File: src/rtl/tot_pkg.sv
package tot_pkg;

    localparam int SECS_W = 8;

    typedef enum logic [1:0] {
        ST_IDLE    = 2'd0,
        ST_TIMED   = 2'd1,
        ST_FREE    = 2'd2,
        ST_EXPIRED = 2'd3
    } tot_state_e;

    typedef struct packed {
        logic              inhibit;
        logic              unlimited;
        logic [SECS_W-1:0] secs;
    } tot_limit_t;

    function automatic tot_limit_t decode_w3(input logic [2:0] c);
        tot_limit_t r;
        r.inhibit   = &c;
        r.unlimited = (c == 3'b000) || (&c);
        r.secs      = (c[2] ? SECS_W'(120) : SECS_W'(0))
                    + (c[1] ? SECS_W'(60)  : SECS_W'(0))
                    + (c[0] ? SECS_W'(30)  : SECS_W'(0));
        return r;
    endfunction

    function automatic tot_limit_t decode_w4(input logic [3:0] c);
        tot_limit_t r;
        r.inhibit   = 1'b0;
        r.unlimited = (c == 4'b0000);
        case (c)
            4'b1011: r.secs = SECS_W'(180);
            4'b0111: r.secs = SECS_W'(120);
            4'b0011: r.secs = SECS_W'(60);
            default: r.secs = (c[3] ? SECS_W'(120) : SECS_W'(0))
                            + (c[2] ? SECS_W'(60)  : SECS_W'(0))
                            + (c[1] ? SECS_W'(30)  : SECS_W'(0))
                            + (c[0] ? SECS_W'(15)  : SECS_W'(0));
        endcase
        return r;
    endfunction

endpackage

File: src/rtl/tot_cfg_decode.sv
module tot_cfg_decode #(
    parameter int CFG_W = 3
) (
    input  logic [CFG_W-1:0]  cfg,
    output tot_pkg::tot_limit_t lim
);
    generate
        if (CFG_W == 4) begin : g_w4
            assign lim = tot_pkg::decode_w4(cfg[3:0]);
        end else begin : g_w3
            assign lim = tot_pkg::decode_w3(cfg[2:0]);
        end
    endgenerate
endmodule

File: src/rtl/tot_countdown.sv
module tot_countdown #(
    parameter int CNT_W = tot_pkg::SECS_W
) (
    input  logic             clk,
    input  logic             rst,
    input  logic             load,
    input  logic [CNT_W-1:0] load_val,
    input  logic             run,
    input  logic             tick,
    output logic             last
);
    logic [CNT_W-1:0] cnt;

    assign last = run && tick && (cnt == CNT_W'(1));

    always_ff @(posedge clk) begin
        if (rst) begin
            cnt <= '0;
        end else if (load) begin
            cnt <= load_val;
        end else if (run && tick && (cnt != '0)) begin
            cnt <= cnt - CNT_W'(1);
        end
    end
endmodule

File: src/rtl/tot_ptt_ctrl.sv
module tot_ptt_ctrl (
    input  logic                clk,
    input  logic                rst,
    input  logic                ptt,
    input  logic                unlimited,
    input  logic                last,
    output logic                load,
    output logic                run,
    output tot_pkg::tot_state_e state
);
    import tot_pkg::*;

    tot_state_e nxt;

    assign load = (state == ST_IDLE) && ptt;
    assign run  = (state == ST_TIMED);

    always_comb begin
        nxt = state;
        case (state)
            ST_IDLE:    if (ptt) nxt = unlimited ? ST_FREE : ST_TIMED;
            ST_TIMED:   if (!ptt) nxt = ST_IDLE;
                        else if (last) nxt = ST_EXPIRED;
            ST_FREE:    if (!ptt) nxt = ST_IDLE;
            ST_EXPIRED: if (!ptt) nxt = ST_IDLE;
            default:    nxt = ST_IDLE;
        endcase
    end

    always_ff @(posedge clk) begin
        if (rst) state <= ST_IDLE;
        else     state <= nxt;
    end
endmodule

File: src/rtl/tx_timeout_timer.sv
module tx_timeout_timer #(
    parameter int CFG_W = 3
) (
    input  logic             clk,
    input  logic             rst,
    input  logic             tick_1hz,
    input  logic             ptt,
    input  logic [CFG_W-1:0] cfg,
    output logic             tx_allow,
    output logic             expired,
    output logic             tx_inhibit
);
    import tot_pkg::*;

    localparam int CNT_W = SECS_W;

    tot_limit_t lim;
    tot_state_e state;
    logic       load;
    logic       run;
    logic       last;

    tot_cfg_decode #(.CFG_W(CFG_W)) u_dec (
        .cfg (cfg),
        .lim (lim)
    );

    tot_ptt_ctrl u_ctrl (
        .clk       (clk),
        .rst       (rst),
        .ptt       (ptt),
        .unlimited (lim.unlimited),
        .last      (last),
        .load      (load),
        .run       (run),
        .state     (state)
    );

    tot_countdown #(.CNT_W(CNT_W)) u_cnt (
        .clk      (clk),
        .rst      (rst),
        .load     (load),
        .load_val (lim.secs),
        .run      (run),
        .tick     (tick_1hz),
        .last     (last)
    );

    assign tx_inhibit = lim.inhibit;
    assign expired    = (state == ST_EXPIRED);
    assign tx_allow   = ptt && !lim.inhibit
                      && ((state == ST_TIMED) || (state == ST_FREE));
endmodule

File: config.mk
export PLATFORM = sky130hd
export DESIGN_NAME = tx_timeout_timer
export DESIGN_NICKNAME = d
export VERILOG_FILES = /design/src/rtl/tot_pkg.sv /design/src/rtl/tot_cfg_decode.sv /design/src/rtl/tot_countdown.sv /design/src/rtl/tot_ptt_ctrl.sv /design/src/rtl/tx_timeout_timer.sv
export SDC_FILE = /design/constraint.sdc
export NUM_CORES = 1
export LEC_CHECK = 0
export CAP_MARGIN = 30
export CORE_MARGIN = 2
export CORE_UTILIZATION = 55
export CTS_BUF_LIST = sky130_fd_sc_hd__clkbuf_8 sky130_fd_sc_hd__clkbuf_16
export DETAILED_ROUTE_END_ITERATION = 16
export GPL_TIMING_DRIVEN = 0
export PLACE_DENSITY = 0.84
export SLEW_MARGIN = 30
export SYNTH_ARGS = -nofsm -noshare
export SYNTH_HDL_FRONTEND = slang
export SYNTH_SLANG_ARGS = --single-unit
File: constraint.sdc
create_clock -name clk -period 2.96 [get_ports clk]
set_input_delay 0.592 -clock clk [delete_from_list [all_inputs] [get_ports clk]]
set_output_delay 0.592 -clock clk [all_outputs]
set_load 0.02 [all_outputs]
Word level (Yosys, flattened, before mapping)
Cells that the tools add are included.
Word-level totals
  word-level logic and storage cells: 39
  input port bits: 7
  register bits: 10
  output and inout bits: 3
Operators by class
  add/sub/neg operators: 3
  equality and inequality tests: 7
  muxes and demuxes: 11
  reductions and logical operators: 16
Operators with widths (count)
  adder 8 bit: 2
  2-to-1 mux 8 bit: 2
  2-to-1 mux 2 bit: 5
  == test 8 x 1 -> 1 bit, second input constant: 1
  nonzero test 8 bit: 1
  subtractor 8 x 1 -> 8 bit, second input constant: 1
  2-to-1 mux 7 bit: 1
  logical AND 1 bit: 6
  2-to-1 mux 6 bit: 1
  one-hot mux 2 bit (3 select lines): 1
  AND reduction 3 bit: 2
  2-to-1 mux 5 bit: 1
  == test 2 bit, second input constant: 2
  != test 2 bit, second input constant: 2
  logical NOT 3 bit: 1
  != test 3 bit, second input constant: 1
  == test 2 x 1 -> 1 bit, second input constant: 1
  logical NOT 2 bit: 1
  logical OR 1 bit: 2
  nonzero test 2 bit: 1
  OR reduction 2 bit: 1
  logical NOT 1 bit: 1

Logic depth before layout (Yosys ltp)
Gate-level depths: netlist (run 1).
  depth after elaboration: 6
  gate-level depth with buffers: 7
  gate-level depth less buffers: 7

Cells and area by module
A second synthesis (run 1) with hierarchy kept.
Second synthesis, totals
  cell total of the unflattened synthesis: 104
  area, all modules: 878.3 um^2
By module, submodules not included
  tot_countdown: area each 504.2 um^2, times used 1, cells an instance 62, sequential area each 160.2 um^2
  tot_cfg_decode: area each 259.0 um^2, times used 1, cells an instance 30, sequential area each 0.0 um^2
  tot_ptt_ctrl: area each 93.8 um^2, times used 1, cells an instance 10, sequential area each 40.0 um^2
  tx_timeout_timer: area each 21.3 um^2, times used 1, cells an instance 2, sequential area each 0.0 um^2

Least setup slack after synthesis (run 1)
No wires, ideal clock.
  path type: input -> register
  from: input cfg[0]
  to: register u_cnt.cnt[7]
  stages: 7
  setup slack: 0.696 ns
  path buffers: 0
  data required time: 2.869 ns
  library setup time: 0.091 ns
  arrival: 2.173 ns
  cell sequence: fa_1 > ha_1 > inv_1 > fa_1 > o21bai_1 > a211oi_1 > a311oi_1
Between the ends
  word-level cells in the longest chain between the ends: 3
Ends and longest elaborated chain
  start: declaration: line tx_timeout_timer.sv:8  | input logic [CFG_W-1:0] cfg,
  2-to-1 mux 5 bit: line tot_pkg.sv:24  | + (c[0] ? SECS_W'(30) : SECS_W'(0));
  adder 8 bit: line tot_pkg.sv:24
  2-to-1 mux 8 bit: line tot_countdown.sv:19  | end else if (load) begin
  end signal: assignment: line tot_countdown.sv:20  | cnt <= load_val;
  end signal: assignment: line tot_countdown.sv:22  | cnt <= cnt - CNT_W'(1);
  end: declaration: line tot_countdown.sv:12  | logic [CNT_W-1:0] cnt;
Every way passes these cells.
A chain may end at the register's enable or synchronous reset.

Final worst setup path (run 1)
  from: input cfg[1]
  to: output tx_allow
Between the ends
  word-level cells in the longest chain between the ends: 4
Ends and longest elaborated chain
  AND reduction 3 bit: line tot_pkg.sv:20  | r.inhibit = &c;
  logical NOT 1 bit: line tx_timeout_timer.sv:51  | assign tx_allow = ptt && !lim.inhibit
  logical AND 1 bit: line tx_timeout_timer.sv:51
  logical AND 1 bit: line tx_timeout_timer.sv:52  | && ((state == ST_TIMED) || (state == ST_FREE));
  end: declaration: line tx_timeout_timer.sv:9  | output logic tx_allow,
Every way passes these cells.

==> key figures, run 1 <==
Route
  – Iteration-0 DRC Markers: 25
  – DRC errors left: 0
  – Final ANT Viol Nets: 0
  – WL/cell: 14.0 um
  – Via Count: 834
  – First-pass iteration count of the detailed router: 4
  – Via density: 5.96
  – Final WL: 1.96 mm

Synthesis
  – Syn Inst Count: 112
  – Sequential share of the synthesized area: 21.3%
  – Number of synthesized flops with an enable pin: 0
  – Post-Syn Area: 941 sq um
  – Top cells by area, synth: dfxtp_1, ha_1, fa_1
  – Synth Warn #: 0
  – Ys flop type: dfxtp_1
  – Commonest cells post-synth: inv_1, ha_1, a21oi_1, dfxtp_1, nand2_1
  – Dominant cell type by area after synthesis: dfxtp_1
  – Top cell type's share of synthesized area: 21.3%
  – Most common cell in the synthesized netlist: inv_1
  – Async S/R FF share, synth: 0%
  – Synthesis-stage register bit count: 10
  – Avg Synthesized Cell Area: 8.40 sq um
  – Syn Nets: 136
  – Unique masters post-synth: 35

Worst setup path
  – Crit Path Class: input port to output pin
  – Critical path capture point type: output pin
  – R2R Path Start: u_cnt.cnt[5]$_SDFFE_PP0P_
  – Worst R2R Path Depth: 4
  – CP startpoint kind: input port
  – Critical Path RT: 2.37 ns
  – Crit path depth: 5
  – Critical Path Fanout Max: 4
  – CP Buf/Inv Count: 2
  – Cell family with most CP delay: buffers and inverters
  – Most Frequent Cell on Critical Path: clkdlybuf4s50_1
  – Slowest CP cell: clkdlybuf4s50_1
  – Critical path origin: cfg[1]
  – Worst reg-to-reg setup slack: 0.95 ns
  – CP max stage delay: 0.61 ns
  – Arr. time, crit path: 2.24 ns
  – Worst reg2reg endpoint: u_ctrl.state[0]$_SDFFE_PP0P_
  – Ordered cell list for the critical path: clkdlybuf4s50_1, ha_1, and2_1, nor2_1, clkdlybuf4s50_1

Placed design
  – Placer Congestion: 0.787
  – Port Buffers: 8
  – Post-DP HPWL: 1.53 mm

Clocking
  – Clock transition at path regs: 0.05 ns
  – CTS tree: done
  – Total CTS buffers: 3
  – Longest Clk Path Bufs: 2
  – CTS resizes: 0
  – Setup Fix Bufs, Post-CTS: 0
  – CTS H-tree depth: 1
  – Skew-Pair Late Insertion Delay: 0.24 ns
  – Count of hold-fix buffers inserted at cts: 0
  – CTS root buf: clkbuf_8
  – Clock sinks: 10

Timing
  – Rel. slew slack: 46.7%
  – Sum Neg Setup Slack: 0 ns
  – Fmax: 0.354 GHz
  – Fin crit share: 95.5%
  – Setup repair after global routing missed its margin: no
  – Slew Limit Fails: 0
  – Tmin final: 2.83 ns
  – Hold Violations, Final: 0
  – Worst Max-Slew Pin Slew: 0.793 ns
  – Skew final: 0.00113 ns
  – Final setup fails: 0

Global routing
  – First-pass GRT wire length: 3.46 mm
  – Pin count of the biggest net entering global routing: 11
  – Gr usage total: 23.7%
  – Vias in the first global route: 819
  – Grt ovf: 0
  – Initial antenna violation count: 0

Floorplan
  – Top Ports: 10
  – # rows: 14
  – Starting Density: 60.4%
  – Chip height: 45.4 um
  – Die width: 45.4 um
  – Die Footprint: 2060 sq um
  – Core outline area: 1560 sq um

Layout
  – Ratio of cells with drive above 1 in the final layout: 6.45%
  – Layout net count: 149
  – # diodes: 0
  – Filler instances: 124
  – Area of the multi-input gates: 677 sq um
  – Syn-to-layout area delta: 16.8%
  – Reg area: 200 sq um

Power and ir drop
  – Cell Pwr Density: 583 nW/um^2
  – P_leak: 0.477 nW
  – Worst IR drop on VDD: 0.378 mV
  – Total power: 0.641 mW

Hold path
  – Hold Path Class: register to register
  – Worst hold start: u_ctrl.state[1]$_SDFFE_PP0P_
  – Worst hold path depth: 2
  – Hold worst-path end: u_ctrl.state[1]$_SDFFE_PP0P_

Run status
  – Status: completed

Job
  – Maxcap violations: 0
per-stage QoR:
stage / setup slack, ns / instance area [sq um] / std cells / hold slack [ns] / utilization [%]
floorplan: 0.696 / 941 / 112 / 0.468 / -
global placement: 0.0301 / 1040 / 136 / 0.490 / 66.8
detailed placement: -0.0603 / 1040 / 136 / 0.516 / 66.8
CTS: 0.0310 / 1100 / 140 / 0.528 / 70.3
global route: 0.0388 / 1100 / 140 / 0.571 / 70.5
finish: 0.133 / 1100 / 140 / 0.515 / 70.5
layer usage:
layer / GRT usage, % / share of wire [%] / vias to the layer above / routed length, um
li1: - / - / 420 / -
met1: 27.7 / 43 / 387 / 840
met2: 42.9 / 52 / 23 / 1020
met3: 7.20 / 4.8 / 4 / 94
met4: 3.53 / 0.41 / 0 / 8
met5: 0 / 0 / - / 0
state kept, by name (all words and copies together) (netlist names):
register and cells:
u_ctrl.state 2, u_cnt.cnt 8
placed cells by master, fill, tap and decap left out, types with 2 or more instances in the layout:
master,Yosys,final
a211oi_1,2,2
a31oi_1,2,2
clkdlybuf4s50_1,0,7
nor3_1,2,2
clkbuf_8,0,4
clkbuf_1,2,2
and3_1,2,2
ha_1,14,14
nand2_1,8,8
inv_1,15,15
nand3_1,3,3
nand3b_1,2,2
mux2i_1,5,5
o211ai_1,2,2
o21bai_1,2,2
a21oi_1,10,10
dfxtp_1,10,10
o21ai_0,4,4
nor2_1,7,7
fa_1,3,3
worst register-to-register path: stages, from the launching register on:
cell	delay [ns]
dfxtp_1	0.34
nor3_1	0.67
a41oi_1	0.23
o22ai_1	0.28
mux2_2	0.38
how the worst max path moves through the flow:
stage	slack, ns	end
floorplan	0.70	u_cnt.cnt[7]$_SDFFE_PP0P_
global placement	0.03	u_cnt.cnt[7]$_SDFFE_PP0P_
detailed placement	-0.06	u_cnt.cnt[7]$_SDFFE_PP0P_
CTS	0.03	tx_allow
global route	0.04	tx_allow
finish	0.13	tx_allow
logic make-up (layout without fill, tap and decap cells):
group	after synthesis	count (layout)	share of synthesized area (%)
AOI/OAI and AO/OA	29	29	19.8
xor gates and xnor gates	2	2	1.86
adders and majority gates	17	17	25.0
buffers and inverters	17	29	6.78
DFF	10	10	21.3
muxes	6	6	6.52
and+or+nand+nor	31	31	18.8
report_power, final:
group	internal [mW]	total (mW)	switching [mW]
sequential	0.161	0.195	0.0340
combinational	0.117	0.272	0.154
clock	0.117	0.174	0.0568
cell type report:
cell class / count / share of cell area [%]
Timing Repair Buffer: 8 / 7.52
Multi-Input combinational cell: 85 / 61.6
Inverter: 15 / 5.13
Sequential cell: 10 / 18.2
Clock buffer: 4 / 5.01
Tap cell: 16 / 1.82
Buffer: 2 / 0.683
No activity file was read; power rests on OpenSTA's default activity.
==> run 2: changes to the inputs <==
PLACE_DENSITY = 0.77   (was 0.84)
clock period = 2.7 ns   (was 2.96 ns; I/O delays follow)
==> run 2 against run 1 <==
Register-to-register slack got worse by 0.22 ns. Sequential cell count stayed put. Combinational power is 6% higher. Utilization down 1.1 points. Worst hold slack got worse by 0.0067 ns. Critical path depth grew 3. Largest power group unchanged.
==> key figures, run 2 (synthesis gave the netlist of run 1 again) <==
Power and ir drop
  – P_leak: 0.477 nW
  – Total power: 0.649 mW
  – Cell Pwr Density: 600 nW/um^2
  – Worst IR drop on VDD: 0.258 mV

Hold path
  – Worst hold start: u_ctrl.state[1]$_SDFFE_PP0P_
  – Hold Path Class: register to register
  – Hold worst-path end: u_ctrl.state[1]$_SDFFE_PP0P_
  – Worst hold path depth: 2

Route
  – First-pass iteration count of the detailed router: 4
  – WL/cell: 13.1 um
  – Via Count: 821
  – Final ANT Viol Nets: 0
  – Final WL: 1.82 mm
  – Iteration-0 DRC Markers: 15
  – DRC errors left: 0
  – Via density: 5.91

Worst setup path
  – Critical path capture point type: register
  – Worst R2R Path Depth: 6
  – Critical Path Fanout Max: 5
  – R2R Path Start: u_ctrl.state[1]$_SDFFE_PP0P_
  – Worst reg2reg endpoint: u_cnt.cnt[7]$_SDFFE_PP0P_
  – Critical Path RT: 2.84 ns
  – Arr. time, crit path: 2.63 ns
  – Crit Path Class: input port to register
  – Worst reg-to-reg setup slack: 0.73 ns
  – CP startpoint kind: input port

Clocking
  – Count of hold-fix buffers inserted at cts: 0
  – Skew-Pair Late Insertion Delay: 0.23 ns
  – Setup Fix Bufs, Post-CTS: 0
  – CTS H-tree depth: 1
  – CTS root buf: clkbuf_8
  – CTS tree: done
  – Clock sinks: 10
  – Clock transition at path regs: 0.04 ns
  – Longest Clk Path Bufs: 2
  – Total CTS buffers: 3

Global routing
  – Gr usage total: 22.4%
  – Grt ovf: 0
  – Vias in the first global route: 791
  – First-pass GRT wire length: 3.27 mm
  – Pin count of the biggest net entering global routing: 11
  – Initial antenna violation count: 0

Layout
  – Regs by FF count: u_cnt.cnt x8, u_ctrl.state x2
  – Layout net count: 149
  – Syn-to-layout area delta: 14.9%
  – Top reg by flops: u_cnt.cnt
  – Final Instance Area: 1080 sq um
  – Commonest non-fill, non-tap cell in the layout: inv_1
  – # diodes: 0
  – Largest register FFs: 8
  – Reg area: 200 sq um
  – Ratio of cells with drive above 1 in the final layout: 5.69%
  – Area of the multi-input gates: 677 sq um
  – Most frequent cells in the layout: inv_1, ha_1, a21oi_1, dfxtp_1, nand2_1
  – Filler instances: 135
  – Fin cells: 139

Timing
  – Fmax: 0.401 GHz
  – Rel. slew slack: 51.5%
  – Setup repair after global routing missed its margin: no
  – Slew Limit Fails: 0
  – Worst Max-Slew Pin Slew: 0.722 ns
  – Tmin final: 2.50 ns
  – Final setup fails: 0
  – Sum Neg Setup Slack: 0 ns
  – Skew final: 0.00110 ns
  – Fin crit share: 92.4%
  – Hold Violations, Final: 0

Run status
  – Status: completed

Placed design
  – Placer Congestion: 0.829
  – Placed cells: 136
  – Cell Area, Placed: 1040 sq um
  – Post-DP HPWL: 1.43 mm
  – Port Buffers: 8

Floorplan
  – Die width: 45.4 um
  – Core outline area: 1560 sq um
  – # rows: 14
  – Top Ports: 10
  – Starting Density: 60.4%
  – Chip height: 45.4 um
  – Die Footprint: 2060 sq um

Job
  – Maxcap violations: 0
==> run 2: changes by cell type in the layout (fill, tap and decap cells not counted), sizes merged <==
| cell | change |
|---|---|
| clkbuf | -1 |
| dlygate4sd2 | +3 |
| clkdlybuf4s50 | -3 |
==> run 2: where the power goes <==
group / total [mW] / internal [mW] / switching, mW
sequential: 0.214 / 0.177 / 0.0365
combinational: 0.288 / 0.124 / 0.164
clock: 0.147 / 0.0969 / 0.0501
total: 0.649 / 0.398 / 0.251
==> run 2: routing by layer <==
metal | part of all wire, % | vias to the layer above | track usage, %
li1 | - | 423 | -
met1 | 47 | 369 | 27.9
met2 | 46 | 24 | 35.4
met3 | 3.4 | 5 | 2.80
met4 | 3.0 | 0 | 15.9
met5 | 0 | - | 0
==> run 2: through the flow <==
step / setup slack [ns] / hold slack (ns) / utilization [%]
4_1_cts: 0.0141 / 0.510 / 69.2
6_report: 0.204 / 0.508 / 69.3
5_1_grt: 0.0702 / 0.557 / 69.3
2_1_floorplan: 0.488 / 0.468 / -
3_5_place_dp: -0.285 / 0.499 / 66.8
3_3_place_gp: -0.205 / 0.493 / 66.8
==> run 2: how the worst max path moves through the flow <==
| stage | slack, ns | cells past startpoint | startpoint | endpoint |
|---|---|---|---|---|
| floorplan | 0.49 | 7 | cfg[0] | u_cnt.cnt[7]$_SDFFE_PP0P_ |
| global placement | -0.21 | 8 | cfg[0] | u_cnt.cnt[7]$_SDFFE_PP0P_ |
| detailed placement | -0.28 | 8 | cfg[0] | u_cnt.cnt[7]$_SDFFE_PP0P_ |
| CTS | 0.01 | 8 | cfg[1] | u_cnt.cnt[7]$_SDFFE_PP0P_ |
| global route | 0.07 | 8 | cfg[0] | u_cnt.cnt[7]$_SDFFE_PP0P_ |
| finish | 0.20 | 8 | cfg[0] | u_cnt.cnt[7]$_SDFFE_PP0P_ |
==> run 2: timing repair <==
item / CTS / global route
pin swaps: 0 / 1
setup endpoints to repair: 3 / 1
resized for setup: 3 / 1
==> run 2: cell type report <==
type / count / share of cell area [%]
plain buffers: 2 / 0.694
inverters: 15 / 5.21
flip-flops and latches: 10 / 18.5
clock buffers: 3 / 3.82
multi-input cells: 85 / 62.6
repair buffers: 8 / 7.29
well taps: 16 / 1.85
==> run 2: worst max-delay path, cell delays in order <==
cell and delay, ns:
dlygate4sd2_1 0.32, fa_1 0.59, ha_1 0.19, inv_1 0.05, fa_1 0.40, o21bai_1 0.19, a211oi_1 0.10, a311oi_1 0.24
